--- config.mk ---
export PLATFORM = sky130hd
export DESIGN_NAME = chop_seq
export DESIGN_NICKNAME = d
export VERILOG_FILES = /design/src/rtl/chop_pkg.sv /design/src/rtl/chop_tick.sv /design/src/rtl/chop_phase.sv /design/src/rtl/chop_count.sv /design/src/rtl/chop_seq.sv
export SDC_FILE = /design/constraint.sdc
export NUM_CORES = 1
export LEC_CHECK = 0
export BUFFER_PORTS_ARGS = -buffer_cell sky130_fd_sc_hd__buf_4
export CAP_MARGIN = 20
export CORE_UTILIZATION = 45
export DETAILED_ROUTE_END_ITERATION = 7
export GPL_TIMING_DRIVEN = 1
export SETUP_SLACK_MARGIN = 0.5
export SLEW_MARGIN = 5
export SYNTH_ARGS = -nofsm -noshare
export SYNTH_HDL_FRONTEND = slang
export SYNTH_HIERARCHICAL = 1
export SYNTH_SLANG_ARGS = --single-unit
--- constraint.sdc ---
create_clock -name clk -period 1.6 [get_ports clk]
set_input_delay 0.4 -clock clk [delete_from_list [all_inputs] [get_ports clk]]
set_output_delay 0.4 -clock clk [all_outputs]
set_load 0.02 [all_outputs]
--- src/rtl/chop_pkg.sv ---
package chop_pkg;

  typedef enum logic [2:0] {
    WIN_IDLE   = 3'd0,
    WIN_RUN    = 3'd1,
    WIN_SETTLE = 3'd2,
    WIN_FIRE   = 3'd3,
    WIN_CLR    = 3'd4,
    WIN_GAP    = 3'd5
  } win_e;

  localparam int unsigned PHASE_CNT = 10;
  localparam int unsigned PHASE_W   = 4;
  localparam int unsigned MID_BREAK = 5;

  localparam logic [3:0] SW_OFF = 4'b0000;
  localparam logic [3:0] SW_POS = 4'b1001;  // A to signal, B to ground
  localparam logic [3:0] SW_NEG = 4'b0110;  // A to ground, B to signal

  function automatic logic [3:0] phase_sw(input logic [PHASE_W-1:0] idx);
    if (idx == '0 || idx == PHASE_W'(MID_BREAK)) return SW_OFF;
    else if (idx < PHASE_W'(MID_BREAK))          return SW_POS;
    else                                         return SW_NEG;
  endfunction

endpackage

--- src/rtl/chop_tick.sv ---
module chop_tick #(
  parameter int unsigned PRESCALE = 8
) (
  input  logic clk,
  input  logic rst_n,
  input  logic run,
  output logic last
);
  localparam int unsigned TW = (PRESCALE < 2) ? 1 : $clog2(PRESCALE);

  logic [TW-1:0] cnt_q, cnt_d;

  assign last = (cnt_q == TW'(PRESCALE - 1));

  always_comb begin
    if (!run)      cnt_d = '0;
    else if (last) cnt_d = '0;
    else           cnt_d = cnt_q + 1'b1;
  end

  always_ff @(posedge clk or negedge rst_n) begin
    if (!rst_n) cnt_q <= '0;
    else        cnt_q <= cnt_d;
  end
endmodule

--- src/rtl/chop_phase.sv ---
module chop_phase
  import chop_pkg::*;
(
  input  logic               clk,
  input  logic               rst_n,
  input  logic               run,
  input  logic               step,
  output logic [PHASE_W-1:0] idx,
  output logic               wrap
);
  logic [PHASE_W-1:0] idx_q, idx_d;

  assign idx  = idx_q;
  assign wrap = step && (idx_q == PHASE_W'(PHASE_CNT - 1));

  always_comb begin
    if (!run)      idx_d = '0;
    else if (wrap) idx_d = '0;
    else if (step) idx_d = idx_q + 1'b1;
    else           idx_d = idx_q;
  end

  always_ff @(posedge clk or negedge rst_n) begin
    if (!rst_n) idx_q <= '0;
    else        idx_q <= idx_d;
  end
endmodule

--- src/rtl/chop_count.sv ---
module chop_count #(
  parameter int unsigned W = 8
) (
  input  logic         clk,
  input  logic         rst_n,
  input  logic         clr,
  input  logic         inc,
  input  logic [W-1:0] limit,
  output logic         hit
);
  logic [W-1:0] cnt_q, cnt_d;

  assign hit = inc && (cnt_q == limit - 1'b1);

  always_comb begin
    if (clr)      cnt_d = '0;
    else if (inc) cnt_d = cnt_q + 1'b1;
    else          cnt_d = cnt_q;
  end

  always_ff @(posedge clk or negedge rst_n) begin
    if (!rst_n) cnt_q <= '0;
    else        cnt_q <= cnt_d;
  end
endmodule

--- src/rtl/chop_seq.sv ---
module chop_seq
  import chop_pkg::*;
#(
  parameter int unsigned CNT_W    = 8,
  parameter int unsigned PRESCALE = 8,
  parameter int unsigned RST_HOLD = 4
) (
  input  logic             clk,
  input  logic             rst_n,
  input  logic             en,
  input  logic [CNT_W-1:0] n_periods,
  output logic [3:0]       sw_o,
  output logic             adc_start,
  output logic             integ_rst
);
  localparam int unsigned     GAP_W = $clog2(RST_HOLD + 1);
  localparam logic [CNT_W-1:0] N_MIN = CNT_W'(2);

  // reset: asserted at once, released on the clock
  logic [1:0] rs_q;
  logic       rst_i_n;

  always_ff @(posedge clk or negedge rst_n) begin
    if (!rst_n) rs_q <= 2'b00;
    else        rs_q <= {rs_q[0], 1'b1};
  end
  assign rst_i_n = rs_q[1];

  win_e             state_q, state_d;
  logic [CNT_W-1:0] n_lat_q, n_lat_d;
  logic             n_load;

  logic               chop_run;
  logic               tick_last;
  logic [PHASE_W-1:0] ph_idx;
  logic               ph_wrap;
  logic               per_hit;
  logic               gap_hit;

  assign chop_run = (state_q == WIN_RUN) || (state_q == WIN_SETTLE);

  chop_tick #(.PRESCALE(PRESCALE)) u_tick (
    .clk  (clk),
    .rst_n(rst_i_n),
    .run  (chop_run),
    .last (tick_last)
  );

  chop_phase u_phase (
    .clk  (clk),
    .rst_n(rst_i_n),
    .run  (chop_run),
    .step (tick_last),
    .idx  (ph_idx),
    .wrap (ph_wrap)
  );

  chop_count #(.W(CNT_W)) u_periods (
    .clk  (clk),
    .rst_n(rst_i_n),
    .clr  (state_q != WIN_RUN),
    .inc  (ph_wrap),
    .limit(n_lat_q),
    .hit  (per_hit)
  );

  chop_count #(.W(GAP_W)) u_gap (
    .clk  (clk),
    .rst_n(rst_i_n),
    .clr  (state_q != WIN_GAP),
    .inc  (state_q == WIN_GAP),
    .limit(GAP_W'(RST_HOLD)),
    .hit  (gap_hit)
  );

  // window control, next state
  always_comb begin
    state_d = state_q;
    n_load  = 1'b0;
    unique case (state_q)
      WIN_IDLE: begin
        if (en) begin
          state_d = WIN_RUN;
          n_load  = 1'b1;
        end
      end
      WIN_RUN: begin
        if (tick_last && !en) state_d = WIN_IDLE;
        else if (per_hit)     state_d = WIN_SETTLE;
      end
      WIN_SETTLE: begin
        if (tick_last && !en) state_d = WIN_IDLE;
        else if (ph_wrap)     state_d = WIN_FIRE;
      end
      WIN_FIRE: state_d = WIN_CLR;
      WIN_CLR:  state_d = WIN_GAP;
      WIN_GAP: begin
        if (gap_hit) state_d = WIN_IDLE;
      end
      default: state_d = WIN_IDLE;
    endcase
  end

  always_comb begin
    n_lat_d = n_lat_q;
    if (n_load) n_lat_d = (n_periods < N_MIN) ? N_MIN : n_periods;
  end

  always_ff @(posedge clk or negedge rst_i_n) begin
    if (!rst_i_n) begin
      state_q <= WIN_IDLE;
      n_lat_q <= N_MIN;
    end else begin
      state_q <= state_d;
      if (n_load) n_lat_q <= n_lat_d;
    end
  end

  assign sw_o      = (state_q == WIN_RUN) ? phase_sw(ph_idx) : SW_OFF;
  assign adc_start = (state_q == WIN_FIRE);
  assign integ_rst = (state_q == WIN_CLR);

endmodule

==> impl_metrics.csv, run 1 <==
group,metric,value,unit
sta,setup_ws,-0.389,ns
routing,final_antenna_net_count,0,
yosys,synth_edf_count,0,
power_and_ir_drop,swShare,35.1,%
sta,max_freq,503,MHz
routing,dr_total_vias,1623,
global_route,grt_pass1_vias,1640,
final_layout,drive_gt1_share,55.0,%
power_and_ir_drop,vdd_drop_max,931,uV
floorplanning,fp-row-count,23,
place,port_buffers,16,
outcome,violations,"negative setup slack",
global_route,antenna_found_initial,0,
cts,numCtsBuffers,5,
global_route,grt_use_met1,23.9,%
power_and_ir_drop,internal_power,2.54,mW
outcome,status,"finished, violations left",
setup_path,critPathLaunchType,"flop",
yosys,async_reset_ff_share,100,%
power_and_ir_drop,pwr-share-seq,30.3,%
floorplanning,die-area,4420,um^2
yosys,syn_area,1870,um^2
floorplanning,die_w,66.5,um
routing,dr.pass1.iters,4,
floorplanning,start_util,46.8,%
sta,finalCritPeriodShare,124,%
cts,clockBufferDepth,2,
routing,drc_errors,0,
cts,path_clk_slew,0.07,ns
power_and_ir_drop,power_frac_clock,17.4,%
final_layout,area_growth,55.6,%
global_route,grt_max_degree,30,
routing,drtIter0Drc,27,
power_and_ir_drop,powerDensity,1340,nW/um^2
yosys,synth_warnings,6,
global_route,use_met2,40.9,%
final_layout,layout.cells.most_common,"buf_4",
place,dp_hpwl,3050,um
setup_path,critPathCaptureType,"flop",
yosys,synthTopCellsByArea,"dfrtp_1 (40%), ha_1 (5.3%), xor2_1 (5.1%)",
sta,min_period,1.99,ns
setup_path,arrival,2.15,ns
cts,clock_latency,0.28,ns
yosys,syn_inst,190,
yosys,synth_top_area_cell,"dfrtp_1",
routing,viasPerCell,5.24,
yosys,seq_area_frac_synth,41.5,%
global_route,grt-ovfl-total,0,
cts,cts_tree,"built",
yosys,syn_area_per_cell,9.86,um^2
power_and_ir_drop,combPwrFrac,52.3,%
setup_path,path_max_fanout,3,
sta,setup-violations-final,14,
yosys,synth_top_area_share,40.1,%
yosys,synth_ff_type,"dfrtp_1",
final_layout,fillers,287,
worst_hold_path,hold_path_class,"flop to asynchronous set/reset pin",
final_layout,num_antenna_cells,0,
sta,hold_viol_final,0,
floorplanning,die_h,66.5,um
cts,clock_sinks,31,
setup_path,crit_required,1.76,ns
sta,rsz0062_at_grt,"yes",
routing,routed_wl,4600,um
sta,slew_violations,0,
flow_run,drv_cap,0,
cts,ctsHtreeMaxLevel,2,
power_and_ir_drop,power.switching,1.37,mW
cts,cts-root-buf,"clkbuf_8",
final_layout,fin_util,72.9,%
global_route,grt_usage,22.4,%
place,place.gp.congestion,0.781,
final_layout,multi_input_comb_area,1350,um^2
sta,setup_tns,-1.83,ns
yosys,ys_types,50,
setup_path,criticalPathCategory,"flop to flop",
final_layout,fin_nets,278,
routing,wl_per_cell,14.8,um
yosys,synth_seq_cells,31,
final_layout,mostFrequentLayoutCells,"buf_4 (45), dfrtp_1 (26), buf_6 (20)",
sta,fin_skew,0.00810,ns
floorplanning,io_pins,17,
global_route,use_met3,5.31,%
global_route,busiest_layer,"met2",
global_route,grt_pass1_wl,7220,um
floorplanning,core_area,4000,um^2
power_and_ir_drop,leakage,1.26,nW
final_layout,seq_area,782,um^2
flip-flops by register name (all words and copies together), names as in the netlist:
signal and cells:
u_periods/cnt_q 8, u_phase/idx 4, state_q 3, u_tick/cnt_q 3, u_gap/cnt_q 3, n_lat_q 8
rs_q 2
cells by family (layout without fill, tap and decap cells):
logic type | after synthesis | count (layout) | share of synthesized area [%]
other cells | 2 | 5 | 0.401
simple gates | 79 | 79 | 24.4
compound gates | 26 | 26 | 9.29
xor+xnor | 20 | 20 | 10.1
mux | 8 | 8 | 4.68
buf+inv | 16 | 83 | 4.27
flops | 31 | 31 | 41.5
fa+ha+maj | 8 | 8 | 5.34
layer usage:
layer / vias up / wire (um)
met5: - / 0
met4: 0 / 93
met3: 7 / 83
met1: 815 / 1850
li1: 783 / -
met2: 18 / 2580
path summary, 6_finish.rpt:
| check | start | end | slack (ns) | cells after the start |
|---|---|---|---|---|
| worst max-delay path | n_lat_q[1] | state_q[0] | -0.39 | 9 |
| worst min register to register | rs_q[1] | u_tick/cnt_q[0] | 0.24 | 1 |
| max in group asynchronous | rs_q[1] | n_lat_q[1] | 1.02 | 1 |
| worst min-delay path | rs_q[1] | u_tick/cnt_q[0] | 0.24 | 1 |
| min in group clk | rs_q[0] | rs_q[1] | 0.35 | 0 |
| worst max register to register | n_lat_q[1] | state_q[0] | -0.39 | 9 |
synth_stat cells (2+ instances only):
master / count
nand3_1: 2
and2_2: 2
nand2b_1: 6
dfrtp_1: 30
a21oi_1: 9
nand3b_1: 6
mux2_2: 6
xor2_1: 11
nor2_1: 25
clkbuf_1: 3
xnor2_1: 8
nand2_1: 14
o22ai_1: 3
mux2i_1: 2
o21ai_0: 4
ha_1: 8
inv_1: 8
nand4_1: 4
buf_4: 3
a21boi_0: 2
nor2b_1: 2
conb_1: 2
nor3_1: 3
timing repair:
| action | 4_1_cts | 5_1_grt |
|---|---|---|
| hold buffers | 1 | 0 |
| hold endpoints to repair | 2 | 0 |
| resized for setup | 11 | 60 |
| setup buffers | 4 | 12 |
| setup endpoints to repair | 35 | 35 |
| pin swaps | 4 | 26 |
metrics by stage:
stage | setup WS [ns] | instances | hold WS [ns] | instance area [um^2] | power [mW]
finish | -0.389 | 310 | 0.239 | 2920 | 3.91
global route | -0.499 | 310 | 0.325 | 2920 | 4.13
CTS | -0.353 | 298 | 0.267 | 2600 | 3.50
detailed placement | -0.401 | 285 | 0.183 | 2390 | 2.63
global placement | -0.282 | 285 | 0.182 | 2390 | 2.57
floorplan | -0.224 | 193 | 0.104 | 2030 | 2.13
layout make-up:
type | count | area share (%)
timing repair buffer | 67 | 20.3
multi-input combinational | 146 | 46.1
inverter | 8 | 1.12
clock buffer | 8 | 3.43
tap | 50 | 2.15
sequential | 31 | 26.8
critical path: stages (launching register included):
cell,delay (ns)
dfstp_2,0.57
inv_2,0.05
ha_4,0.17
nand2b_4,0.15
a31oi_4,0.19
a21oi_2,0.09
a2111oi_4,0.32
nor3b_2,0.08
o21ai_1,0.17
a22oi_1,0.08
power by group through the flow:
| stage | Combinational [mW] | Sequential, mW | Clock (mW) |
|---|---|---|---|
| 3_5_place_dp | 1.45 | 1.18 | 0 |
| 4_1_cts | 1.63 | 1.17 | 0.696 |
| 2_1_floorplan | 0.966 | 1.17 | 0 |
| 3_3_place_gp | 1.39 | 1.17 | 0 |
| 5_1_grt | 2.19 | 1.21 | 0.727 |
| 6_report | 2.04 | 1.18 | 0.682 |
(Power assumes the default switching activity.)
==> run 2, diff against run 1 <==
Settings changed: SYNTH_HIERARCHICAL 1 to default.
==> run 2 against run 1 <==
  * The run still ends with negative setup slack left
  * First-iteration DRC count rose by 110%
  * Clock-buffer cell count fell by 1
  * Worst hold slack better by 0.0034 ns
  * Global-route usage down 0.90 points
  * Largest cell class unchanged
  * Largest power group unchanged
==> impl_metrics.csv, run 2 <==
group,metric,value,unit
floorplanning,io_pins,17,
place,dp_hpwl,2810,um
global_route,grt_pass1_wl,6510,um
yosys,syn_area,1700,um^2
setup_path,criticalPathCategory,"flop to flop",
global_route,grt-ovfl-total,0,
setup_path,max_stage_delay,0.54,ns
setup_path,worstPathCellList,"or4_4 -> or4_4 -> a2111o_1 -> a2111oi_4 -> a22o_1",
yosys,synthTopCellsByArea,"dfrtp_1 (44%), ha_1 (6.6%), xor2_1 (6.2%)",
power_and_ir_drop,leakage,1.20,nW
yosys,ys_types,42,
cts,numCtsBuffers,5,
outcome,violations,"negative setup slack",
setup_path,crit_required,1.81,ns
final_layout,design_area,2660,um^2
yosys,seq_area_frac_synth,45.8,%
setup_path,r2r_end,"state_q[1]",
setup_path,rr_startpoint,"n_lat_q[2]",
setup_path,critPathCaptureType,"flop",
cts,clock_latency,0.28,ns
setup_path,ff2ff_path_depth,5,
cts,ctsHtreeMaxLevel,2,
routing,wl_per_cell,15.1,um
floorplanning,die_h,63.4,um
place,port_buffers,16,
place,place_area,2230,um^2
floorplanning,start_util,48.9,%
yosys,yosysMostFrequentCell,"dfrtp_1",
sta,max_freq,424,MHz
global_route,grt_pass1_vias,1494,
power_and_ir_drop,vdd_drop_max,812,uV
sta,min_period,2.36,ns
sta,fin_skew,0.00568,ns
setup_path,crit_top_cell,"or4_4",
global_route,antenna_found_initial,0,
yosys,synth_top_area_cell,"dfrtp_1",
worst_hold_path,hold_path_class,"flop to asynchronous set/reset pin",
place,place.gp.congestion,0.795,
setup_path,worst_path_max_delay_cell,"or4_4",
final_layout,instances_no_fill,274,
sta,slew_violations,0,
floorplanning,fp-row-count,21,
final_layout,mostFrequentLayoutCells,"buf_4 (36), dfrtp_1 (29), buf_6 (18)",
sta,holdWs,0.242,ns
yosys,synthTopCellsByCount,"dfrtp_1 (30), nor2_1 (16), xor2_1 (12), nand2_1 (11), inv_1 (10)",
sta,setup_ws,-0.759,ns
yosys,async_reset_ff_share,100,%
cts,clock_sinks,31,
setup_path,ff2ff_setup_slack,-0.76,ns
power_and_ir_drop,powerDensity,1330,nW/um^2
sta,setup-violations-final,17,
routing,dr_total_vias,1423,
yosys,synth_seq_cells,31,
place,dp.cells,251,
routing,dr.pass1.iters,4,
yosys,syn_nets,189,
flow_run,drv_cap,0,
yosys,synth_ff_type,"dfrtp_1",
final_layout,num_antenna_cells,0,
setup_path,arrival,2.57,ns
sta,finalCritPeriodShare,147,%
setup_path,path_max_fanout,2,
yosys,synth_edf_count,0,
routing,routed_wl,4130,um
final_layout,drive_gt1_share,49.6,%
cts,cts-root-buf,"clkbuf_8",
global_route,grt_usage,21.5,%
floorplanning,die-area,4020,um^2
final_layout,area_growth,56.7,%
outcome,status,"finished, violations left",
setup_path,critPathLaunchType,"flop",
cts,path_clk_slew,0.06,ns
routing,drc_errors,0,
routing,final_antenna_net_count,0,
cts,cts_tree,"built",
setup_path,startpoint,"n_lat_q[2]",
yosys,syn_inst,169,
floorplanning,core_area,3470,um^2
yosys,synth_top_area_share,44.2,%
routing,viasPerCell,5.19,
cts,clockBufferDepth,2,
final_layout,fin_nets,247,
floorplanning,die_w,63.4,um
yosys,synth_warnings,0,
sta,rsz0062_at_grt,"yes",
routing,drtIter0Drc,58,
sta,hold_viol_final,0,
final_layout,layout.cells.most_common,"buf_4",
yosys,syn_area_per_cell,10.0,um^2
global_route,grt_max_degree,30,
-- run 2: cell types whose count changed in the layout (fill, tap and decap cells not counted), sizes merged, moves of 3 or more --
cell    previous run  this run
nor2              25        16
xnor2              8         4
nand2b             6         2
buf               66        58
nand3b             6         1
nor3               4         8
conb               5         1
nand2             14        11
o31ai              0         3
-- run 2: final cells by class --
cell class | count | area (um^2)
clock buffers | 7 | 86.3
multi-input cells | 120 | 1140
repair buffers | 59 | 553
inverters | 10 | 40.0
flip-flops and latches | 31 | 778
fillers | 246 | 810
clock inverters | 1 | 5.00
well taps | 46 | 57.6
-- run 2: kinds of logic after synthesis --
| family | count (synthesis) | synth area share (%) |
|---|---|---|
| AO/OA/AOI/OAI | 26 | 10.6 |
| XOR/XNOR | 16 | 8.26 |
| adder cells (fa/ha/maj) | 9 | 6.64 |
| buffers and inverters | 18 | 4.87 |
| flip-flops | 31 | 45.8 |
| multiplexers | 8 | 5.16 |
| other | 1 | 0.221 |
| AND/OR/NAND/NOR | 60 | 18.4 |
-- run 2: layer usage --
layer	vias up	wire, um	global-route usage (%)
met1	705	1710	22.8
met5	-	0	0
met2	16	2280	39.2
met4	0	49	10.2
li1	698	-	-
met3	4	87	5.25
-- run 2: stage by stage --
| stage | util [%] | setup WS, ns | power (mW) | TNS (ns) |
|---|---|---|---|---|
| global route | 76.7 | -0.839 | 3.74 | -4.06 |
| floorplan | - | -0.742 | 2.09 | -1.86 |
| detailed placement | 64.2 | -0.729 | 2.59 | -1.71 |
| finish | 76.7 | -0.759 | 3.54 | -2.77 |
| CTS | 73.0 | -0.734 | 3.46 | -2.51 |
| global placement | 64.2 | -0.672 | 2.51 | -1.38 |
-- run 2: critical path: cells and delay by family (launching register included) --
kind               cells  cell delay [ns]
AOI/OAI and AO/OA      3             0.96
and+or+nand+nor        2             0.96
DFF                    1             0.38
-- run 2: how the worst max path moves through the flow --
stage,end,slack (ns),depth (start not counted)
detailed placement,state_q[1],-0.73,5
global placement,state_q[0],-0.67,5
CTS,state_q[1],-0.73,5
floorplan,state_q[0],-0.74,6
global route,state_q[1],-0.84,5
finish,state_q[1],-0.76,5
-- run 2: what timing repair did --
item	4_1_cts	5_1_grt
pin swaps	17	12
buffers inserted	5	9
endpoints found under the hold margin	2	0
resized for setup	35	16
hold buffers	1	0
endpoints found under the setup margin	32	32
-- run 2: report_power, final --
group | internal, mW | switching (mW) | total, mW
logic | 0.983 | 0.849 | 1.83
clock network | 0.346 | 0.275 | 0.621
registers | 0.963 | 0.122 | 1.09
total | 2.29 | 1.25 | 3.54
